**config.mk**
```make
export PLATFORM = sky130hd
export DESIGN_NAME = i2c_target_stretch
export DESIGN_NICKNAME = d
export VERILOG_FILES = /design/src/rtl/i2ct_pkg.sv /design/src/rtl/i2ct_glitch_filter.sv /design/src/rtl/i2ct_line_front.sv /design/src/rtl/i2ct_byte_engine.sv /design/src/rtl/i2c_target_stretch.sv
export SDC_FILE = /design/constraint.sdc
export NUM_CORES = 1
export LEC_CHECK = 0
export ABC_AREA = 1
export BUFFER_PORTS_ARGS = -buffer_cell sky130_fd_sc_hd__clkbuf_2
export CAP_MARGIN = 20
export CELL_PAD_IN_SITES_DETAIL_PLACEMENT = 1
export CELL_PAD_IN_SITES_GLOBAL_PLACEMENT = 1
export CORE_MARGIN = 1.5
export CORE_UTILIZATION = 25
export DETAILED_ROUTE_END_ITERATION = 10
export PLACE_DENSITY = 0.56
export SYNTH_ARGS = -nofsm -noshare
export SYNTH_HDL_FRONTEND = slang
export SYNTH_SLANG_ARGS = --single-unit
```
**constraint.sdc**
```tcl
create_clock -name clk -period 1.41 [get_ports clk]
set_input_delay 0.2115 -clock clk [delete_from_list [all_inputs] [get_ports clk]]
set_output_delay 0.2115 -clock clk [all_outputs]
set_load 0.01 [all_outputs]
```
**src/rtl/i2ct_pkg.sv**
```systemverilog
package i2ct_pkg;
  typedef enum logic [3:0] {
    PH_IDLE, PH_RECV, PH_AACK, PH_RHOLD, PH_RACK,
    PH_TLOAD, PH_TSEND, PH_TACK, PH_PARK
  } phase_t;

  // Filtered line: level before this edge plus accepted-change pulses.
  typedef struct packed {
    logic lvl;
    logic rise;
    logic fall;
  } line_t;
endpackage

```
**src/rtl/i2ct_glitch_filter.sv**
```systemverilog
module i2ct_glitch_filter #(
  parameter int SYNC_STAGES = 2,
  parameter int FILT_LEN    = 6
) (
  input  logic             clk,
  input  logic             rst_n,
  input  logic             line_i,
  output i2ct_pkg::line_t  line_o
);
  localparam int CW      = $clog2(FILT_LEN + 1);
  localparam int RUN_MIN = FILT_LEN - 2;

  logic [SYNC_STAGES-1:0] sync_q;
  logic                   smp;
  logic                   lvl_q, lvl_d;
  logic [CW-1:0]          cnt_q, cnt_d;
  logic                   flip;

  assign smp = sync_q[SYNC_STAGES-1];

  always_comb begin
    flip  = (smp != lvl_q) && (cnt_q == CW'(FILT_LEN - 1));
    lvl_d = flip ? smp : lvl_q;
    if ((smp == lvl_q) || flip) cnt_d = '0;
    else                        cnt_d = cnt_q + 1'b1;
  end

  always_ff @(posedge clk or negedge rst_n) begin
    if (!rst_n) begin
      sync_q <= '1;
      lvl_q  <= 1'b1;
      cnt_q  <= '0;
    end else begin
      sync_q <= {sync_q[SYNC_STAGES-2:0], line_i};
      lvl_q  <= lvl_d;
      cnt_q  <= cnt_d;
    end
  end

  assign line_o.lvl  = lvl_q;
  assign line_o.rise = flip & smp;
  assign line_o.fall = flip & ~smp;

  // Independent run-length tracker of the synchronized samples.
  logic          prev_q;
  logic [CW-1:0] run_q;
  always_ff @(posedge clk or negedge rst_n) begin
    if (!rst_n) begin
      prev_q <= 1'b1;
      run_q  <= '0;
    end else begin
      prev_q <= smp;
      if (smp != prev_q)                  run_q <= '0;
      else if (run_q != CW'(FILT_LEN))    run_q <= run_q + 1'b1;
    end
  end

  assert_filter_run_R1: assert property (@(posedge clk) disable iff (!rst_n)
    flip |-> ((smp == prev_q) && (run_q >= CW'(RUN_MIN))));
endmodule

```
**src/rtl/i2ct_line_front.sv**
```systemverilog
module i2ct_line_front #(
  parameter int SYNC_STAGES = 2,
  parameter int FILT_LEN    = 6
) (
  input  logic            clk,
  input  logic            rst_n,
  input  logic            scl_i,
  input  logic            sda_i,
  output i2ct_pkg::line_t scl_o,
  output i2ct_pkg::line_t sda_o,
  output logic            start_o,
  output logic            stop_o
);
  localparam int NLINES = 2;

  logic [NLINES-1:0] raw;
  i2ct_pkg::line_t   ln [NLINES];

  assign raw = {sda_i, scl_i};

  for (genvar g = 0; g < NLINES; g++) begin : g_line
    i2ct_glitch_filter #(.SYNC_STAGES(SYNC_STAGES), .FILT_LEN(FILT_LEN)) u_filt (
      .clk    (clk),
      .rst_n  (rst_n),
      .line_i (raw[g]),
      .line_o (ln[g])
    );
  end

  assign scl_o   = ln[0];
  assign sda_o   = ln[1];
  assign start_o = ln[1].fall & ln[0].lvl;
  assign stop_o  = ln[1].rise & ln[0].lvl;
endmodule

```
**src/rtl/i2ct_byte_engine.sv**
```systemverilog
module i2ct_byte_engine #(
  parameter int                ADDR_W   = 7,
  parameter int                DATA_W   = 8,
  parameter logic [ADDR_W-1:0] DEV_ADDR = 7'h2A
) (
  input  logic              clk,
  input  logic              rst_n,
  input  i2ct_pkg::line_t   scl_i,
  input  i2ct_pkg::line_t   sda_i,
  input  logic              start_i,
  input  logic              stop_i,
  input  logic              rx_ready_i,
  input  logic              tx_valid_i,
  input  logic [DATA_W-1:0] tx_data_i,
  output logic              scl_oe_o,
  output logic              sda_oe_o,
  output logic [DATA_W-1:0] rx_data_o,
  output logic              rx_valid_o,
  output logic              tx_ready_o,
  output logic              addr_hit_o
);
  import i2ct_pkg::*;
  localparam int NW = $clog2(DATA_W + 1);

  phase_t            ph_q, ph_d;
  logic [NW-1:0]     cnt_q, cnt_d;
  logic [DATA_W-1:0] sh_q, sh_d;
  logic              adr_q, adr_d, rw_q, rw_d, nk_q, nk_d, hit_q, hit_d;

  always_comb begin
    ph_d  = ph_q;  cnt_d = cnt_q; sh_d = sh_q;
    adr_d = adr_q; rw_d  = rw_q;  nk_d = nk_q;
    hit_d = 1'b0;
    if (start_i) begin
      ph_d = PH_RECV; adr_d = 1'b1; cnt_d = '0;
    end else if (stop_i) begin
      ph_d = PH_IDLE;
    end else begin
      case (ph_q)
        PH_RECV: begin
          if (scl_i.rise && (cnt_q != NW'(DATA_W))) begin
            sh_d  = {sh_q[DATA_W-2:0], sda_i.lvl};
            cnt_d = cnt_q + 1'b1;
          end
          if (scl_i.fall && (cnt_q == NW'(DATA_W))) begin
            if (!adr_q)                                  ph_d = PH_RHOLD;
            else if (sh_q[DATA_W-1 -: ADDR_W] == DEV_ADDR) begin
              ph_d = PH_AACK; rw_d = sh_q[0]; hit_d = 1'b1;
            end else                                     ph_d = PH_PARK;
          end
        end
        PH_AACK: if (scl_i.fall) begin
          adr_d = 1'b0; cnt_d = '0;
          ph_d  = rw_q ? PH_TLOAD : PH_RECV;
        end
        PH_RHOLD: if (rx_ready_i) ph_d = PH_RACK;
        PH_RACK:  if (scl_i.fall) begin ph_d = PH_RECV; cnt_d = '0; end
        PH_TLOAD: if (tx_valid_i) begin
          sh_d = tx_data_i; cnt_d = '0; ph_d = PH_TSEND;
        end
        PH_TSEND: if (scl_i.fall) begin
          sh_d  = {sh_q[DATA_W-2:0], 1'b0};
          cnt_d = cnt_q + 1'b1;
          if (cnt_q == NW'(DATA_W - 1)) ph_d = PH_TACK;
        end
        PH_TACK: begin
          if (scl_i.rise) nk_d = sda_i.lvl;
          if (scl_i.fall) ph_d = nk_q ? PH_PARK : PH_TLOAD;
        end
        default: ;
      endcase
    end
  end

  always_ff @(posedge clk or negedge rst_n) begin
    if (!rst_n) begin
      ph_q  <= PH_IDLE; cnt_q <= '0; sh_q <= '0;
      adr_q <= 1'b0;    rw_q  <= 1'b0; nk_q <= 1'b0; hit_q <= 1'b0;
    end else begin
      ph_q  <= ph_d;  cnt_q <= cnt_d; sh_q <= sh_d;
      adr_q <= adr_d; rw_q  <= rw_d;  nk_q <= nk_d; hit_q <= hit_d;
    end
  end

  assign scl_oe_o   = (ph_q == PH_RHOLD) || (ph_q == PH_TLOAD);
  assign sda_oe_o   = (ph_q == PH_AACK) || (ph_q == PH_RHOLD) || (ph_q == PH_RACK)
                    || ((ph_q == PH_TSEND) && !sh_q[DATA_W-1]);
  assign rx_valid_o = (ph_q == PH_RHOLD);
  assign tx_ready_o = (ph_q == PH_TLOAD);
  assign rx_data_o  = sh_q;
  assign addr_hit_o = hit_q;

  assert_stretch_in_low_R7: assert property (@(posedge clk) disable iff (!rst_n)
    $rose(scl_oe_o) |-> !scl_i.lvl);
  assert_sda_move_low_R7: assert property (@(posedge clk) disable iff (!rst_n)
    $changed(sda_oe_o) |-> !scl_i.lvl);
  assert_rx_hold_R4: assert property (@(posedge clk) disable iff (!rst_n)
    (rx_valid_o && !rx_ready_i) |=> (rx_valid_o && scl_oe_o && $stable(rx_data_o)));
  assert_tx_wait_R8: assert property (@(posedge clk) disable iff (!rst_n)
    (tx_ready_o && !tx_valid_i) |=> (tx_ready_o && scl_oe_o));
  assert_hit_pulse_R3: assert property (@(posedge clk) disable iff (!rst_n)
    addr_hit_o |-> (sda_oe_o && !$past(addr_hit_o)));
endmodule

```
**src/rtl/i2c_target_stretch.sv**
```systemverilog
module i2c_target_stretch #(
  parameter int                ADDR_W      = 7,
  parameter int                DATA_W      = 8,
  parameter logic [ADDR_W-1:0] DEV_ADDR    = 7'h2A,
  parameter int                SYNC_STAGES = 2,
  parameter int                FILT_LEN    = 6
) (
  input  logic              clk,
  input  logic              rst_n,
  input  logic              scl_i,
  input  logic              sda_i,
  output logic              scl_oe,
  output logic              sda_oe,
  output logic              addr_hit,
  output logic [DATA_W-1:0] rx_data,
  output logic              rx_valid,
  input  logic              rx_ready,
  input  logic [DATA_W-1:0] tx_data,
  input  logic              tx_valid,
  output logic              tx_ready
);
  i2ct_pkg::line_t scl_f, sda_f;
  logic            start_ev, stop_ev;

  i2ct_line_front #(.SYNC_STAGES(SYNC_STAGES), .FILT_LEN(FILT_LEN)) u_front (
    .clk(clk), .rst_n(rst_n), .scl_i(scl_i), .sda_i(sda_i),
    .scl_o(scl_f), .sda_o(sda_f), .start_o(start_ev), .stop_o(stop_ev)
  );

  i2ct_byte_engine #(.ADDR_W(ADDR_W), .DATA_W(DATA_W), .DEV_ADDR(DEV_ADDR)) u_engine (
    .clk(clk), .rst_n(rst_n), .scl_i(scl_f), .sda_i(sda_f),
    .start_i(start_ev), .stop_i(stop_ev),
    .rx_ready_i(rx_ready), .tx_valid_i(tx_valid), .tx_data_i(tx_data),
    .scl_oe_o(scl_oe), .sda_oe_o(sda_oe), .rx_data_o(rx_data),
    .rx_valid_o(rx_valid), .tx_ready_o(tx_ready), .addr_hit_o(addr_hit)
  );
endmodule

```
* Yosys cells after proc, flatten, opt, wreduce, memory -nomap -nowiden
Index checks and enable logic that the tools add are counted.
Cells by class: $add $sub $neg 3, equal/unequal tests 33, multiplexer cells 38, bitwise operators 10, reduce and logical (&&, ||, !) cells 24
Operators with widths (number):
- $mux W4 | 19
- $pmux W4 S7 | 1
- $mux W8 | 3
- $ne A4 B3 Y1 const B | 6
- $pmux W8 S3 | 1
- $eq A4 B3 Y1 const B | 5
- $reduce_and A6 Y1 | 3
- $pmux W4 S4 | 1
- $mux W1 | 10
- $mux W3 | 3
- $ne A3 B2 Y1 const B | 3
- $reduce_and A9 Y1 | 1
- $reduce_bool A9 Y1 | 1
- $eq A4 B2 Y1 const B | 2
- $eq A7 B6 Y1 const B | 1
- $add A3 B1 Y3 const B | 2
- $and A1 B1 Y1 | 6
- $eq A3 B3 Y1 const B | 2
- $logic_or A1 B1 Y1 | 6
- $logic_and A1 B1 Y1 | 5
- $reduce_bool A5 Y1 | 1
- $add A4 B1 Y4 const B | 1
- $eq A4 B1 Y1 const B | 1
- $eq A4 B4 Y1 const B | 1
- 15 further kinds | 23
Storage, ports and cells: bits in registers 32, input bits 14, output and inout bits 13, logic and storage cells 121

* Logic depth before layout (Yosys ltp)
depth after elaboration 8, depth in mapped cells 12, depth with buffers taken out 12

* Modules after synthesis
Synthesis repeated with hierarchy kept, for this count alone.
Unflattened totals: cells, all modules 280, area, all modules 2020.7 sq um
By module, submodules not included:
- i2ct_byte_engine | times used 1, cells each 220, area an instance 1460.2 sq um, sequential area each 500.5 sq um
- i2ct_glitch_filter | times used 2, cells each 28, area an instance 272.8 sq um, sequential area each 153.9 sq um
- i2ct_line_front | times used 1, cells each 4, area an instance 15.0 sq um, sequential area each 0.0 sq um

* Worst setup path before layout
OpenSTA, ideal clock, no wires.
path type reg-to-reg, from register u_front.g_line[0].u_filt.cnt_q[1], to register u_engine.sh_q[7], in the netlist u_engine.rx_data_o[7], library setup time 124 ps, arrival 1383 ps, required time 1286 ps, path slack -97 ps, stages on the path, launching flop included 13, buffers on the path 1, clock period less this slack 1507 ps, path through dfrtp_1 > inv_1 > ha_1 > nand2_1 > inv_1 > nand2_1 > nand2_1 > nand2_2 > nor2_4 > nand3_4 > buf_6 > nand2_2 > o21ai_2
On the way: longest elaborated chain between the ends 6, elaborated cells on any way between the ends 8, classes of those cells eq/ne: 3; bitwise: 2; reduce/logical: 3
RTL lines:
- start, declared | RTL line i2ct_glitch_filter.sv:16 | logic [CW-1:0] cnt_q, cnt_d;
- start signal, assigned | RTL line i2ct_glitch_filter.sv:36 | cnt_q <= cnt_d;
- $eq A3 B3 Y1 * | RTL line i2ct_glitch_filter.sv:22 | flip = (smp != lvl_q) && (cnt_q == CW'(FILT_LEN - 1));
- $logic_and A1 B1 Y1 * | RTL line i2ct_glitch_filter.sv:22
- $and A1 B1 Y1 | RTL line i2ct_glitch_filter.sv:41 | assign line_o.rise = flip & smp;
- $logic_and A1 B1 Y1 | RTL line i2ct_byte_engine.sv:41 | if (scl_i.rise && (cnt_q != NW'(DATA_W))) begin
- $ne A2 B1 Y1 (no source line)
- $reduce_and A6 Y1 (no source line) *
- end signal, assigned | RTL line i2ct_byte_engine.sv:77 | ph_q <= PH_IDLE; cnt_q <= '0; sh_q <= '0;
- end signal, assigned | RTL line i2ct_byte_engine.sv:80 | ph_q <= ph_d; cnt_q <= cnt_d; sh_q <= sh_d;
- end, declared | RTL line i2ct_byte_engine.sv:27 | logic [DATA_W-1:0] sh_q, sh_d;
Mark *: on every way between the ends. The rest lies on a longest branch, timed or not. A chain may end at the register's enable or synchronous reset.

* Worst setup path in the final report
from register u_engine.ph_q[3], to output sda_oe
On the way: longest elaborated chain between the ends 4, elaborated cells on any way between the ends 8, classes of those cells eq/ne: 4; reduce/logical: 4
RTL lines:
- start, declared | RTL line i2ct_byte_engine.sv:25 | phase_t ph_q, ph_d;
- start signal, assigned | RTL line i2ct_byte_engine.sv:77
- start signal, assigned | RTL line i2ct_byte_engine.sv:80
- $eq A4 B2 Y1 | RTL line i2ct_byte_engine.sv:86 | assign sda_oe_o = (ph_q == PH_AACK) || (ph_q == PH_RHOLD) || (ph_q == PH_RACK)
- $logic_or A1 B1 Y1 (2 in a row) | RTL line i2ct_byte_engine.sv:86
- $logic_or A1 B1 Y1 * | RTL line i2ct_byte_engine.sv:87 | || ((ph_q == PH_TSEND) && !sh_q[DATA_W-1]);
- end, declared | RTL line i2c_target_stretch.sv:13 | output logic sda_oe,
Marks and branches as above.

==> qor.yml <==
die_area_mm2: 0.00839
antenna_violations_before_repair: 0
period_share: 1.20
cts_root_cell: "sky130_fd_sc_hd__clkbuf_8"
maximum_clock_frequency_mhz: 593
power_density_mw_per_mm2: 1060
dieHeight_um: 91.6
gp_congestion: 0.830
clock_latency_of_the_later_clocked_register_in_the_worst_skew_pair_ps: 280
async_s_r_ff_share_synth: 1.00
cts-buffers-inserted: 5
hold_path.class: "primary input to flop"
setup_violation_total_in_the_final_timing_report: 22
ys_seq_area_frac: 0.412
wire_per_inst_um: 14.3
ys_ff_latch: 32
filler_cell_count: 901
detailedRoute.firstIterationViolations: 30
drc_violations_left: 0
dieWidth_um: 91.6
syn_inst: 248
worst_min_delay_path_startpoint: "tx_data[4]"
p_total_mw: 3.63
violated_checks: "setup timing"
dpl_worst_slack_ps: -232
grt_max_degree: 33
synth.largest_area_cell: "sky130_fd_sc_hd__dfrtp_1"
groute.usage.overall: 0.163
reg2reg_setup_slack_ps: -230
clock_h_tree_levels: 2
pin_count: 27
synth_ff_type: "sky130_fd_sc_hd__dfrtp_1"
grt.overflow.total: 0
tightest_slew_ps: 470
globalRoute.busiestLayer: "met2"
worst-endpoint-required_ps: 1200
critical-path-top-cell-by-count: "sky130_fd_sc_hd__buf_6"
critical-path-slowest-cell: "sky130_fd_sc_hd__dfrtp_2"
start_util: 0.257
met1_track_utilization_from_global_routing: 0.204
setup_skew_ps: 7.15
yosysMostFrequentCell: "sky130_fd_sc_hd__nand2_1"
static-leakage-power_nw: 1.74
worstRegToRegCells: 10
cp-startpoint: "u_engine.ph_q[3]"
drv_slew: 0
via_count: 2022
timing.critical_path.slowest_cell_delay_ps: 450
number_of_antenna_repair_diodes: 0
post-dp-hpwl_mm: 4.37
drt_first_pass_iters: 4
min_to: "u_engine.rx_data_o[4]"
cts_tree: "built"
fp-row-count: 32
fin_ws_ps: -276
finalInstanceArea_mm2: 0.00344
vdd_ir_drop_max_mv: 0.660
max_cap_viol_count: 0
via_per_inst: 4.41
timing_hold_violations_final: 0
globalRouteMet2Util: 0.290
r2r_end: "u_engine.ph_q[2]"
r2r_path_start: "u_engine.ph_q[2]"
outcome: "finished, violations left"
ant_nets: 0
critical-path-top-delay-family: "flip-flops"
tns_ps: -3650
clockBufferDepth: 2
grt_setup_unrepaired: "yes"
clkTransAtPathRegs_ps: 70
final_util: 0.450
rel_slew_slack: 0.684
crit_chain: "buf_6 -> nor2_4 -> nand2_2 -> buf_6 -> o221ai_4 -> buf_6"
synth.cell_area_mm2: 0.00196
num-nets-final: 376
mappedNetlistNets: 268
crit_type: "flop to primary output"
most_frequent_cells_after_synthesis: "65 x sky130_fd_sc_hd__nand2_1, 29 x sky130_fd_sc_hd__nand3_1, 26 x sky130_fd_sc_hd__dfrtp_1"
area_growth_syn_to_layout_pct: 75.3
syn_avg_cell_area_um2: 7.91
path_max_fanout: 3
dpl_cell_area_mm2: 0.00265
synth-edff-count: 0
first_global_vias: 2191
min_period_ps: 1690
hold_path_depth: 3
numClockSinks: 32
netlist.area_leader.share: 0.332
grt_pass1_wl_mm: 10.7
worstSetupEndpointType: "primary output"
placement.io_buffers: 26
routing_usage_on_met3: 0.0260
routed_wirelength_mm: 6.57
yosysUniqueCellTypes: 30
cp.buffers_inverters: 3
cp-start-kind: "flop"
synthesis.yosys.warnings: 0
post_synth_main_area_contributors: "sky130_fd_sc_hd__dfrtp_1 33%, sky130_fd_sc_hd__nand2_1 12%, sky130_fd_sc_hd__dfstp_2 8.0%, sky130_fd_sc_hd__nand3_1 7.4%, sky130_fd_sc_hd__inv_1 4.6%"
coreArea_mm2: 0.00765
worst_ep_arrival_time_ps: 1470
drive_above_1_share: 0.613
-- cells by family (layout without fill, tap and decap cells) --
| family | count (synthesis) | count (layout) | share of synthesized area |
|---|---|---|---|
| DFF | 32 | 32 | 0.412 |
| buffers and inverters | 33 | 141 | 0.0746 |
| and+or+nand+nor | 144 | 145 | 0.341 |
| muxes | 6 | 6 | 0.0306 |
| adders and majority gates | 6 | 6 | 0.0383 |
| xor gates and xnor gates | 4 | 4 | 0.0179 |
| AOI/OAI and AO/OA | 23 | 23 | 0.0855 |
-- worst max-delay path by stage --
stage	cells past startpoint	endpoint	slack (ps)
after detailed placement	10	u_engine.cnt_q[3]	-230
after floorplan	12	u_engine.rx_data_o[7]	-50
final	6	sda_oe	-280
after global routing	6	sda_oe	-350
after global placement	10	u_engine.cnt_q[1]	-240
after CTS	6	sda_oe	-270
-- state kept, by name, indices dropped and copies added, names as in the netlist --
| register | flops |
|---|---|
| u_engine.ph_q | 4 |
| u_engine.adr_q | 1 |
| u_front.g_line.u_filt.lvl_q | 2 |
| u_engine.rw_q | 1 |
| u_front.g_line.u_filt.cnt_q | 6 |
| u_engine.addr_hit_o | 1 |
| u_engine.cnt_q | 4 |
| u_front.g_line.u_filt.sync_q | 4 |
| u_engine.rx_data_o | 8 |
| u_engine.nk_q | 1 |
-- power breakdown --
group	total [mW]	internal (mW)	switching [mW]
Clock	0.729	0.398	0.331
Sequential	1.28	1.08	0.194
Combinational	1.63	0.825	0.801
Total	3.63	2.31	1.33
-- worst register-to-register path, delay by kind of cell, from the launching register on --
family / cells / cell delay [ps]
simple gates: 7 / 760
flops: 1 / 460
buf+inv: 3 / 340
-- cells in the final DEF (no fill, tap or decap), types with 3 or more instances in the layout --
cell / n
sky130_fd_sc_hd__buf_4: 51
sky130_fd_sc_hd__nand2_1: 39
sky130_fd_sc_hd__clkbuf_2: 23
sky130_fd_sc_hd__buf_6: 23
sky130_fd_sc_hd__nand2_2: 22
sky130_fd_sc_hd__dfrtp_1: 22
sky130_fd_sc_hd__inv_1: 17
sky130_fd_sc_hd__nand3_1: 16
sky130_fd_sc_hd__nor2_4: 15
sky130_fd_sc_hd__nor2_1: 13
sky130_fd_sc_hd__nand2_4: 11
sky130_fd_sc_hd__o21ai_2: 11
sky130_fd_sc_hd__nand3_2: 10
sky130_fd_sc_hd__inv_2: 6
sky130_fd_sc_hd__nand3_4: 6
sky130_fd_sc_hd__mux2i_1: 6
sky130_fd_sc_hd__clkbuf_8: 6
sky130_fd_sc_hd__dfstp_2: 6
sky130_fd_sc_hd__inv_4: 5
sky130_fd_sc_hd__nor2_2: 5
sky130_fd_sc_hd__o21ai_0: 4
sky130_fd_sc_hd__dfrtp_2: 4
sky130_fd_sc_hd__nor3_1: 3
sky130_fd_sc_hd__ha_1: 3
sky130_fd_sc_hd__dlygate4sd3_1: 3
sky130_fd_sc_hd__buf_12: 3
-- cell type report --
class                           instances  area, um^2  area share
Timing Repair Buffer                  104         852       0.248
Sequential cell                        32         813       0.236
Multi-Input combinational cell        184        1430       0.416
Tap cell                              102         128      0.0371
Inverter                               29         126      0.0367
Clock buffer                            8        90.1      0.0262
-- per-layer routing --
metal  wire (um)  share of wire
met5           0              0
met4           4        0.00061
met3         111          0.017
met2        3390           0.52
met1        3060           0.47
-- through the flow --
stage,hold WS [ps],instances
floorplan,-84.1,248
global placement,187,426
detailed placement,192,426
CTS,215,456
global route,246,459
finish,220,459
-- repair_timing --
action,in CTS,in global routing
gates resized for setup,91,40
setup buffers,18,4
hold endpoints to repair,28,0
cloned,1,0
pin swaps,27,26
hold buffers,3,0
endpoints found under the setup margin,23,23
(Power assumes the default switching activity.)
